--- config.mk ---
export PLATFORM = sky130hd
export DESIGN_NAME = line_addr_gen
export DESIGN_NICKNAME = d
export VERILOG_FILES = /design/src/rtl/line_addr_gen.sv
export SDC_FILE = /design/constraint.sdc
export NUM_CORES = 1
export LEC_CHECK = 0
export ABC_AREA = 1
export CORE_UTILIZATION = 50
export CTS_BUF_LIST = sky130_fd_sc_hd__clkbuf_4 sky130_fd_sc_hd__clkbuf_8
export CTS_CLUSTER_SIZE = 40
export DETAILED_ROUTE_END_ITERATION = 12
export DONT_BUFFER_PORTS = 1
export GPL_ROUTABILITY_DRIVEN = 0
export PLACE_DENSITY = 0.69
export REMOVE_ABC_BUFFERS = 1
export SYNTH_ARGS = -nofsm -noshare
export SYNTH_HDL_FRONTEND = slang
export SYNTH_SLANG_ARGS = --single-unit
--- constraint.sdc ---
create_clock -name clk -period 14.1 [get_ports clk]
set_input_delay 2.115 -clock clk [delete_from_list [all_inputs] [get_ports clk]]
set_output_delay 2.115 -clock clk [all_outputs]
set_load 0.02 [all_outputs]
--- src/rtl/line_addr_gen.sv ---
module line_addr_gen #(
  parameter int ADDR_W  = 28,
  parameter int WIDTH_W = 13,
  parameter int LINE_W  = 12
) (
  input  logic                 clk,
  input  logic                 rst_n,
  input  logic [15:0]          base_lo,
  input  logic [ADDR_W-22:0]   base_hi,
  input  logic [WIDTH_W-1:0]   win_width,
  input  logic [LINE_W-1:0]    field_lines,
  input  logic                 pack8,
  input  logic                 ycc_mode,
  input  logic                 interlaced,
  input  logic                 fld_interleave,
  input  logic                 invert,
  input  logic                 field_id,
  input  logic                 wr_en,
  input  logic                 frame_start,
  input  logic                 line_start,
  output logic [ADDR_W-1:0]    line_addr,
  output logic [WIDTH_W:0]     line_bytes,
  output logic                 line_valid
);

  localparam int UNIT_W  = ADDR_W - 5;
  localparam int PITCH_W = WIDTH_W - 3;

  logic [WIDTH_W:0]   bytes_c;
  logic [WIDTH_W+1:0] round_c;
  logic [UNIT_W-1:0]  base_c, pitch_c, step_c, foff_c, span_c, start_c;
  logic [LINE_W-1:0]  nm1_c;
  logic               dbl_c;

  assign bytes_c = (pack8 && !ycc_mode) ? {1'b0, win_width} : {win_width, 1'b0};
  assign round_c = {1'b0, bytes_c} + (WIDTH_W+2)'(31);
  assign pitch_c = {{(UNIT_W-PITCH_W){1'b0}}, round_c[WIDTH_W+1:5]};
  assign dbl_c   = interlaced && fld_interleave;
  assign step_c  = dbl_c ? {pitch_c[UNIT_W-2:0], 1'b0} : pitch_c;
  assign foff_c  = (dbl_c && field_id) ? pitch_c : '0;
  assign base_c  = {base_hi, base_lo};
  assign nm1_c   = field_lines - LINE_W'(1);
  assign span_c  = step_c * {{(UNIT_W-LINE_W){1'b0}}, nm1_c};
  assign start_c = base_c + foff_c + (invert ? span_c : '0);

  logic [UNIT_W-1:0]  cur_q, step_q, out_q;
  logic [WIDTH_W:0]   bytes_q;
  logic               inv_q, emitted_q;

  function automatic logic [UNIT_W-1:0] advance(input logic [UNIT_W-1:0] v,
                                                input logic [UNIT_W-1:0] s,
                                                input logic dn);
    return dn ? v - s : v + s;
  endfunction

  always_ff @(posedge clk) begin
    if (!rst_n) begin
      cur_q      <= '0;
      step_q     <= '0;
      out_q      <= '0;
      bytes_q    <= '0;
      inv_q      <= 1'b0;
      emitted_q  <= 1'b0;
      line_bytes <= '0;
      line_valid <= 1'b0;
    end else begin
      line_valid <= line_start && wr_en;
      if (frame_start) begin
        step_q    <= step_c;
        inv_q     <= invert;
        bytes_q   <= bytes_c;
        emitted_q <= line_start;
        if (line_start) begin
          out_q      <= start_c;
          line_bytes <= bytes_c;
          cur_q      <= advance(start_c, step_c, invert);
        end else begin
          cur_q <= start_c;
        end
      end else if (line_start) begin
        out_q      <= cur_q;
        line_bytes <= bytes_q;
        cur_q      <= advance(cur_q, step_q, inv_q);
        emitted_q  <= 1'b1;
      end
    end
  end

  assign line_addr = {out_q, 5'b0};

  assert_valid_gate_R8: assert property (@(posedge clk) disable iff (!rst_n)
    line_valid |-> $past(line_start && wr_en));

  assert_step_track_R5: assert property (@(posedge clk) disable iff (!rst_n)
    (line_start && !frame_start && emitted_q && !inv_q) |=>
      (line_addr[ADDR_W-1:5] == $past(line_addr[ADDR_W-1:5]) + $past(step_q)));

  assert_step_down_R7: assert property (@(posedge clk) disable iff (!rst_n)
    (line_start && !frame_start && emitted_q && inv_q) |=>
      (line_addr[ADDR_W-1:5] == $past(line_addr[ADDR_W-1:5]) - $past(step_q)));

  assert_first_base_R10: assert property (@(posedge clk) disable iff (!rst_n)
    (frame_start && line_start && !invert && !(interlaced && fld_interleave && field_id)) |=>
      (line_addr[ADDR_W-1:5] == {$past(base_hi), $past(base_lo)}));

  assert_bytes_hold_R9: assert property (@(posedge clk) disable iff (!rst_n)
    (line_start && !frame_start && emitted_q) |=> $stable(line_bytes));

endmodule

==> results by group, run 1 <==
Floorplan
  • Starting Density: 0.5129
  • Num rows: 57
  • Die Height: 160.4 um
  • Chip Width: roughly 160 um
  • Full die area: between 20000 and 30000 um^2
  • Core ar.: 24460 um^2
  • IO Count: 102

Setup path
  • Buf/Inv on CP: 9
  • CP endpoint kind: flop
  • Critical Path Fanout Max: 19
  • Slowest cell delay on critical path: ~530 ps
  • CP max-delay cell: fa_1
  • CP Data Arrival Time: 11770 ps
  • Cell family with most CP delay: adder cells
  • Crit path launch type: primary input
  • Worst Path Required: roughly 14000 ps
  • Critical Setup Path Class: primary input to flop
  • Crit path top cell by count: nand2_1

Clock network
  • Worst-path clk slew: 90 ps
  • Post-CTS sizing: 0
  • CTS tree: yes
  • Clock buffer depth: 2
  • Clk sinks: 87
  • Total CTS buffers: 9
  • Number of hold buffers added after CTS: 0
  • Post-CTS setup buffer count: 0
  • Clk_lat worst skew: ~380 ps
  • Root buf cell: clkbuf_8
  • H-tree depth: 3

Synth
  • Multiplexer area fraction after synthesis: 0
  • Async SR Flop Fraction: 0
  • Synth top area cells: fa_1, ha_1, dfxtp_1
  • Largest family of logic cells by synthesized area: adder cells
  • Area leader, netlist: fa_1
  • Area share of the largest cell type after synthesis: 0.1628
  • Syn avg cell area: just under 7 um^2
  • Post-synthesis xor/xnor area fraction: 0.04747
  • Mapped Cells: 1805
  • Most instantiated cells after synthesis: nand2_1, inv_1, nor2_1, a21oi_1, o21ai_0
  • Post-Synth Simple-Gate Area: 0.2268
  • Post-Synth Adder-Cell Area: 0.3034
  • Number of flops mapped to enable cells by yosys: 0
  • Register area share after synthesis: 0.1388
  • Count leader, synth: nand2_1
  • Synth Area in Compound Gates: 0.1753
  • Unique masters post-synth: 51
  • Synthesized area: 12550 um^2
  • Post-synth top flop: dfxtp_1
  • Synthesized flop and latch total: 87
  • YS warnings: 0

GRT
  • First-pass GRT wire length: 56000 um
  • Overall routing resource usage: 0.2683
  • Gr ovfl total: 0
  • Largest net degree at the start of global routing: 76
  • Initial antenna violation count: 1
  • Vias in the first global route: 11500

Routing
  • Vias per cell: 5.561
  • Drt wl/cell: 16.18 um
  • DR vias: 11670
  • Drt total wl: 33950 um
  • 1st-iter DRT viols: ~880
  • Routed Antenna Nets: 0
  • # DRC: 0
  • Router iterations before antenna repair: 7

STA
  • Skew final: about 14 ps
  • Slew headroom: 0.3602
  • Unrepaired setup endpoints after global routing: no
  • Setup TNS: 0 ps
  • Hold slack: 521.5 ps
  • Minimum clock period: about 11000 ps
  • Final setup vio count: 0
  • Fmax: roughly 87 MHz
  • Slew @ Worst Pin: 952.9 ps
  • Fin. max-slew vios: 0
  • Worst setup margin: 2614 ps
  • Final Hold Violating Endpoints: 0
  • Tcrit/Tclk final: 0.8146

Place
  • Pre-CTS setup slack: 2335 ps
  • Port Buffer Count: 0
  • Post-detail-place hpwl: ~27000 um

Outcome
  • Outcome: finished clean

Worst hold path
  • Hold WC Path Type: flop to flop

Final layout
  • Area taken by multi-input logic gates: 9465 um^2
  • FF+latch area: 1742 um^2
  • Layout cells sized above 1: 0.04963
  • Layout Nets: 2071
  • Syn-to-layout area delta: 3.510%
  • Fillers: 2398

Run
  • Max-cap violations: 0
-- worst reg2reg max path, delay by kind of cell (launching register included) --
| kind | cells | cell delay, ps |
|---|---|---|
| AOI/OAI and AO/OA | 8 | 1830 |
| xor gates and xnor gates | 1 | 170 |
| adders and majority gates | 2 | 530 |
| buffers and inverters | 4 | 280 |
| DFF | 1 | 350 |
| and+or+nand+nor | 6 | 850 |
-- sequential cells by signal (all words and copies together), names as in the netlist --
name        flops
inv_q           1
line_valid      1
bytes_q        14
line_bytes     14
step_q         11
out_q          23
cur_q          23
-- stage by stage --
step                cells  area [um^2]  utilization
floorplan            1749        12290            -
global placement     2082        12760       0.5216
detailed placement   2082        12760       0.5216
CTS                  2097        12980       0.5308
global route         2097        12980       0.5308
finish               2098        12990       0.5309
-- kinds of logic after synthesis --
group | count (synthesis)
AO/OA/AOI/OAI | 406
XOR/XNOR | 68
adder cells (fa/ha/maj) | 243
buffers and inverters | 347
flip-flops | 87
other | 1
AND/OR/NAND/NOR | 653
-- layout by cell type (no fill, tap or decap), types with 17 or more instances in the layout --
cell	synthesis	final
nand2_1	294	294
o211ai_1	24	24
a21oi_1	179	179
dfxtp_1	87	87
nand3_1	69	69
fa_1	102	102
ha_1	141	141
a31oi_1	17	17
inv_1	274	274
o21ai_0	150	150
xnor2_1	18	18
xor2_1	50	50
nor2_1	198	198
-- metal layers --
layer | global-route usage | vias to the layer above | part of all wire
met4 | 0.09610 | 0 | 0.028
li1 | - | 5787 | -
met2 | 0.4620 | 412 | 0.47
met3 | 0.04236 | 74 | 0.068
met5 | 0 | - | 0
met1 | 0.3383 | 5393 | 0.43
-- final cells by class --
| class | instances | area share |
|---|---|---|
| flip-flops and latches | 87 | 0.1341 |
| well taps | 324 | 0.03122 |
| inverters | 287 | 0.08315 |
| repair buffers | 9 | 0.005203 |
| multi-input cells | 1375 | 0.7289 |
| clock buffers | 9 | 0.009539 |
| clock inverters | 6 | 0.007708 |
| diodes | 1 | 0.0001927 |
-- path summary, 6_finish.rpt --
kind	startpoint	endpoint	slack (ps)	cells past startpoint
worst min-delay path	bytes_q[2]	bytes_q[2]	520	2
worst min register to register	bytes_q[2]	bytes_q[2]	520	2
worst max register to register	step_q[0]	cur_q[22]	10000	21
worst max-delay path	ycc_mode	cur_q[21]	2610	55
Power of run 1 is left out: the tool's default activity adds up to more than one toggle a clock period on the data nets, which glitch-free logic cannot reach.
==> run 2: changes to the inputs <==
- clock period: 14.1 -> 11.62 ns (I/O delays scaled with it)
==> run 2 against run 1 <==
- critical path depth unchanged
- die area stayed put
- worst hold slack worse by 20 ps
- non-clock buffer count rose by 11
- flip-flop and latch count unchanged
- worst setup slack got worse by 1700 ps
- global-route usage about the same
- cell count is 0.57% higher
- register-to-register slack got worse by 2600 ps
- via count shrank 0.93%
- critical endpoint unchanged
==> results by group, run 2 (synthesized netlist as in run 1, its figures left out) <==
GRT
  • First-pass GRT wire length: 55720 um
  • Vias in the first global route: 11190
  • Initial antenna violation count: 2
  • Largest net degree at the start of global routing: 76
  • Gr ovfl total: 0
  • Overall routing resource usage: 0.2687

Floorplan
  • Num rows: 57
  • Core ar.: ~24000 um^2
  • Starting Density: 0.5129
  • IO Count: 102
  • Full die area: 25730 um^2
  • Chip Width: 160.4 um
  • Die Height: 160.4 um

STA
  • Fmax: 93.31 MHz
  • Unrepaired setup endpoints after global routing: no
  • Tcrit/Tclk final: 0.9223
  • Slew @ Worst Pin: 854.6 ps
  • Slew headroom: 0.4295
  • Minimum clock period: 10720 ps
  • Final Hold Violating Endpoints: 0
  • Final setup vio count: 0
  • Setup TNS: 0 ps
  • Skew final: ~16 ps
  • Fin. max-slew vios: 0

Clock network
  • Post-CTS sizing: 0
  • Clk sinks: between 80 and 90
  • H-tree depth: 3
  • Clk_lat worst skew: 370 ps
  • Clock buffer depth: 2
  • Total CTS buffers: 9
  • Worst-path clk slew: 100 ps
  • Number of hold buffers added after CTS: 0
  • Post-CTS setup buffer count: 0
  • Root buf cell: clkbuf_8
  • CTS tree: yes

Routing
  • Drt wl/cell: 16.08 um
  • Routed Antenna Nets: 0
  • 1st-iter DRT viols: 863
  • Drt total wl: 33940 um
  • Router iterations before antenna repair: 6
  • # DRC: 0
  • Vias per cell: 5.477
  • DR vias: 11560

Place
  • Port Buffer Count: 0
  • Post-detail-place hpwl: between 20000 and 30000 um

Setup path
  • Crit path top cell by count: nand2_1
  • Crit path launch type: primary input
  • Slowest cell delay on critical path: 530 ps
  • Critical Path Fanout Max: 19
  • CP Data Arrival Time: ~11000 ps
  • Critical Setup Path Class: primary input to flop
  • CP endpoint kind: flop
  • CP max-delay cell: fa_1
  • Worst Path Required: 11900 ps

Worst hold path
  • Hold WC Path Type: flop to flop

Final layout
  • Most common cell after layout, fill and taps aside: nand2_1
  • Fillers: approximately 2400
  • Area taken by multi-input logic gates: 9470 um^2
  • Commonest non-fill, non-tap cells in the layout: nand2_1, inv_1, nor2_1
  • FF+latch area: 1742 um^2
  • Syn-to-layout area delta: 4.229%
  • Biggest regs: cur_q x23, out_q x23
  • Layout cells sized above 1: 0.05770
  • Layout Nets: 2082

Outcome
  • Outcome: finished clean

Run
  • Max-cap violations: 0
-- run 2: final timing paths --
kind / startpoint / slack (ps) / depth (start not counted) / to
hold / removal: cur_q[18] / 500 / 2 / cur_q[18]
hold reg to reg: cur_q[18] / 500 / 2 / cur_q[18]
setup reg to reg: step_q[0] / 7430 / 21 / cur_q[22]
setup / recovery: ycc_mode / 900 / 55 / cur_q[21]
-- run 2: routing by layer --
| metal | global-route usage | part of all wire |
|---|---|---|
| met4 | 0.09481 | 0.033 |
| met5 | 0 | 0.00050 |
| met3 | 0.03693 | 0.062 |
| met2 | 0.4561 | 0.47 |
| met1 | 0.3484 | 0.44 |
-- run 2: worst max-delay path, delay by kind of cell --
family          cells  cell delay (ps)
compound gates      9             1510
xor+xnor            2              430
fa+ha+maj           9             3550
buf+inv             9              750
simple gates       26             3020
-- run 2: area by class of cell --
| type | instances | area share |
|---|---|---|
| Tap cell | 324 | 0.03100 |
| Timing Repair Buffer | 20 | 0.01148 |
| Sequential cell | 87 | 0.1332 |
| Clock buffer | 9 | 0.009473 |
| Inverter | 287 | 0.08315 |
| Multi-Input combinational cell | 1375 | 0.7242 |
| Antenna cell | 1 | 0.0001914 |
| Clock inverter | 7 | 0.007272 |
-- run 2: per-stage QoR --
stage | cell area [um^2] | std cells | utilization | hold slack [ps] | worst slack (ps)
2_1_floorplan | 12290 | 1749 | - | 461.7 | 1597
3_3_place_gp | 12840 | 2093 | 0.5250 | 490.8 | 601.0
3_5_place_dp | 12840 | 2093 | 0.5250 | 490.9 | 386.2
4_1_cts | 13060 | 2109 | 0.5339 | 506.0 | 750.9
5_1_grt | 13070 | 2109 | 0.5344 | 541.9 | 23.38
6_report | 13080 | 2110 | 0.5346 | 501.8 | 903.1
Power of run 2 is left out for the same reason.
==> run 3: changes to the inputs <==
- CELL_PAD_IN_SITES_DETAIL_PLACEMENT: not set -> 2
- CELL_PAD_IN_SITES_GLOBAL_PLACEMENT: not set -> 2
- CORE_UTILIZATION: 50 -> 38
- PLACE_DENSITY: 0.69 -> 0.87
==> run 3 against run 2 <==
- design area grew 2.0%
- cell count grew 5.7%
- first-iteration DRC count shrank 44%
- via count grew 8.1%
- maximum frequency shrank 2.2%
- utilization shrank 12 points
- critical path depth grew 1
- flip-flop and latch count is the same
- routed wire length grew 46%
- die area grew 31%
- clock skew grew 1.6 ps
- critical path type unchanged
- critical endpoint is now cur_q[22]
==> results by group, run 3 (synthesized netlist as in run 1, its figures left out) <==
Clock network
  • Clk_lat worst skew: just over 400 ps
  • Worst-path clk slew: 100 ps
  • H-tree depth: 3
  • CTS tree: yes
  • Root buf cell: clkbuf_8
  • Total CTS buffers: 9
  • Clock buffer depth: 2
  • Number of hold buffers added after CTS: 0
  • Clk sinks: 87

Floorplan
  • Core ar.: ~33000 um^2
  • Die Height: 183.7 um
  • Starting Density: 0.3856
  • IO Count: 102
  • Num rows: 66
  • Full die area: 33750 um^2
  • Chip Width: roughly 180 um

Final layout
  • # diodes: 0
  • Commonest non-fill, non-tap cells in the layout: nand2_1, inv_1, nor2_1
  • Syn-to-layout area delta: 6.283%
  • Post-layout util: 0.4098
  • Layout cells sized above 1: 0.06316
  • Biggest regs: cur_q x23, out_q x23
  • Fillers: approximately 4000
  • Layout Nets: between 2000 and 2500
  • Most common cell after layout, fill and taps aside: nand2_1

Run
  • Max-cap violations: 0

Setup path
  • Reg2reg start: step_q[0]
  • Crit path top cell by count: nand2_1
  • Slowest cell delay on critical path: 590 ps
  • Worst Path Required: 11930 ps
  • CP endpoint kind: flop
  • CP max-delay cell: fa_1
  • Crit path launch type: primary input
  • CP Data Arrival Time: 11260 ps
  • Critical Setup Path Class: primary input to flop
  • Critical Path Fanout Max: 19
  • Critical Path Start: ycc_mode

Place
  • Port Buffer Count: 0
  • Post-detail-place hpwl: 40710 um

Routing
  • Router iterations before antenna repair: 7
  • 1st-iter DRT viols: 480
  • Drt total wl: slightly below 50000 um
  • # DRC: 0
  • Vias per cell: ~5.6
  • Routed Antenna Nets: 0
  • Metal-1 WL: 20060 um
  • Top Metal Used: met5
  • Drt wl/cell: about 22 um
  • Wire length on met2: 25300 um
  • DR vias: 12490
  • Wire length on met3: about 1700 um

STA
  • Unrepaired setup endpoints after global routing: no
  • Fmax: 91.30 MHz
  • Minimum clock period: around 11000 ps
  • Final Hold Violating Endpoints: 0
  • Tcrit/Tclk final: 0.9426
  • Final setup vio count: 0
  • Slew @ Worst Pin: 887.7 ps
  • Skew final: ~18 ps
  • Fin. max-slew vios: 0
  • Slew headroom: 0.4082

GRT
  • Initial antenna violation count: 1
  • First-pass GRT wire length: 77690 um
  • Vias in the first global route: 14220
  • Largest net degree at the start of global routing: 76
  • Overall routing resource usage: 0.3006
  • Gr ovfl total: 0

Worst hold path
  • Hold WC Path Type: flop to flop
  • Hold wc startpoint: cur_q[18]

Outcome
  • Outcome: finished clean
[run 3: worst paths after layout]
check | slack, ps | end | depth (start not counted)
setup / recovery | 670 | cur_q[22] | 56
hold / removal | 520 | cur_q[18] | 2
setup reg to reg | 7030 | cur_q[22] | 22
hold reg to reg | 520 | cur_q[18] | 2
[run 3: worst max-delay path, delay by kind of cell]
family / cells / cell delay [ps]
adder cells (fa/ha/maj): 9 / 3740
AND/OR/NAND/NOR: 29 / 3160
AO/OA/AOI/OAI: 7 / 1310
buffers and inverters: 9 / 910
XOR/XNOR: 2 / 390
[run 3: cell type report]
cell class	instances	area, um^2	share of cell area
clock buffers	9	123.9	0.009290
clock inverters	7	123.9	0.009290
inverters	287	1085	0.08136
multi-input cells	1375	9527	0.7145
flip-flops and latches	87	1742	0.1306
well taps	442	553.0	0.04148
repair buffers	24	180.2	0.01351
[run 3: per-layer routing]
metal	vias up	GRT usage
met4	2	0.1490
met3	138	0.03407
met1	6270	0.3399
met5	-	0
li1	5804	-
met2	275	0.5556
[run 3: stage by stage]
| stage | hold WS (ps) | TNS [ps] | instances | setup slack, ps | cell area, um^2 |
|---|---|---|---|---|---|
| floorplan | 461.7 | 0 | 1749 | 1597 | 12290 |
| global placement | 490.8 | 0 | 2213 | 409.8 | 13010 |
| CTS | 520.1 | 0 | 2229 | 145.6 | 13250 |
| global route | 550.0 | 0 | 2231 | 21.45 | 13330 |
| detailed placement | 504.0 | -658.0 | 2213 | -277.6 | 13010 |
| finish | 519.2 | 0 | 2231 | 666.7 | 13330 |
[run 3: timing repair]
action	4_1_cts	5_1_grt
setup endpoints to repair	0	7
setup buffers	0	2
resized for setup	0	16
Power of run 3 is left out for the same reason.
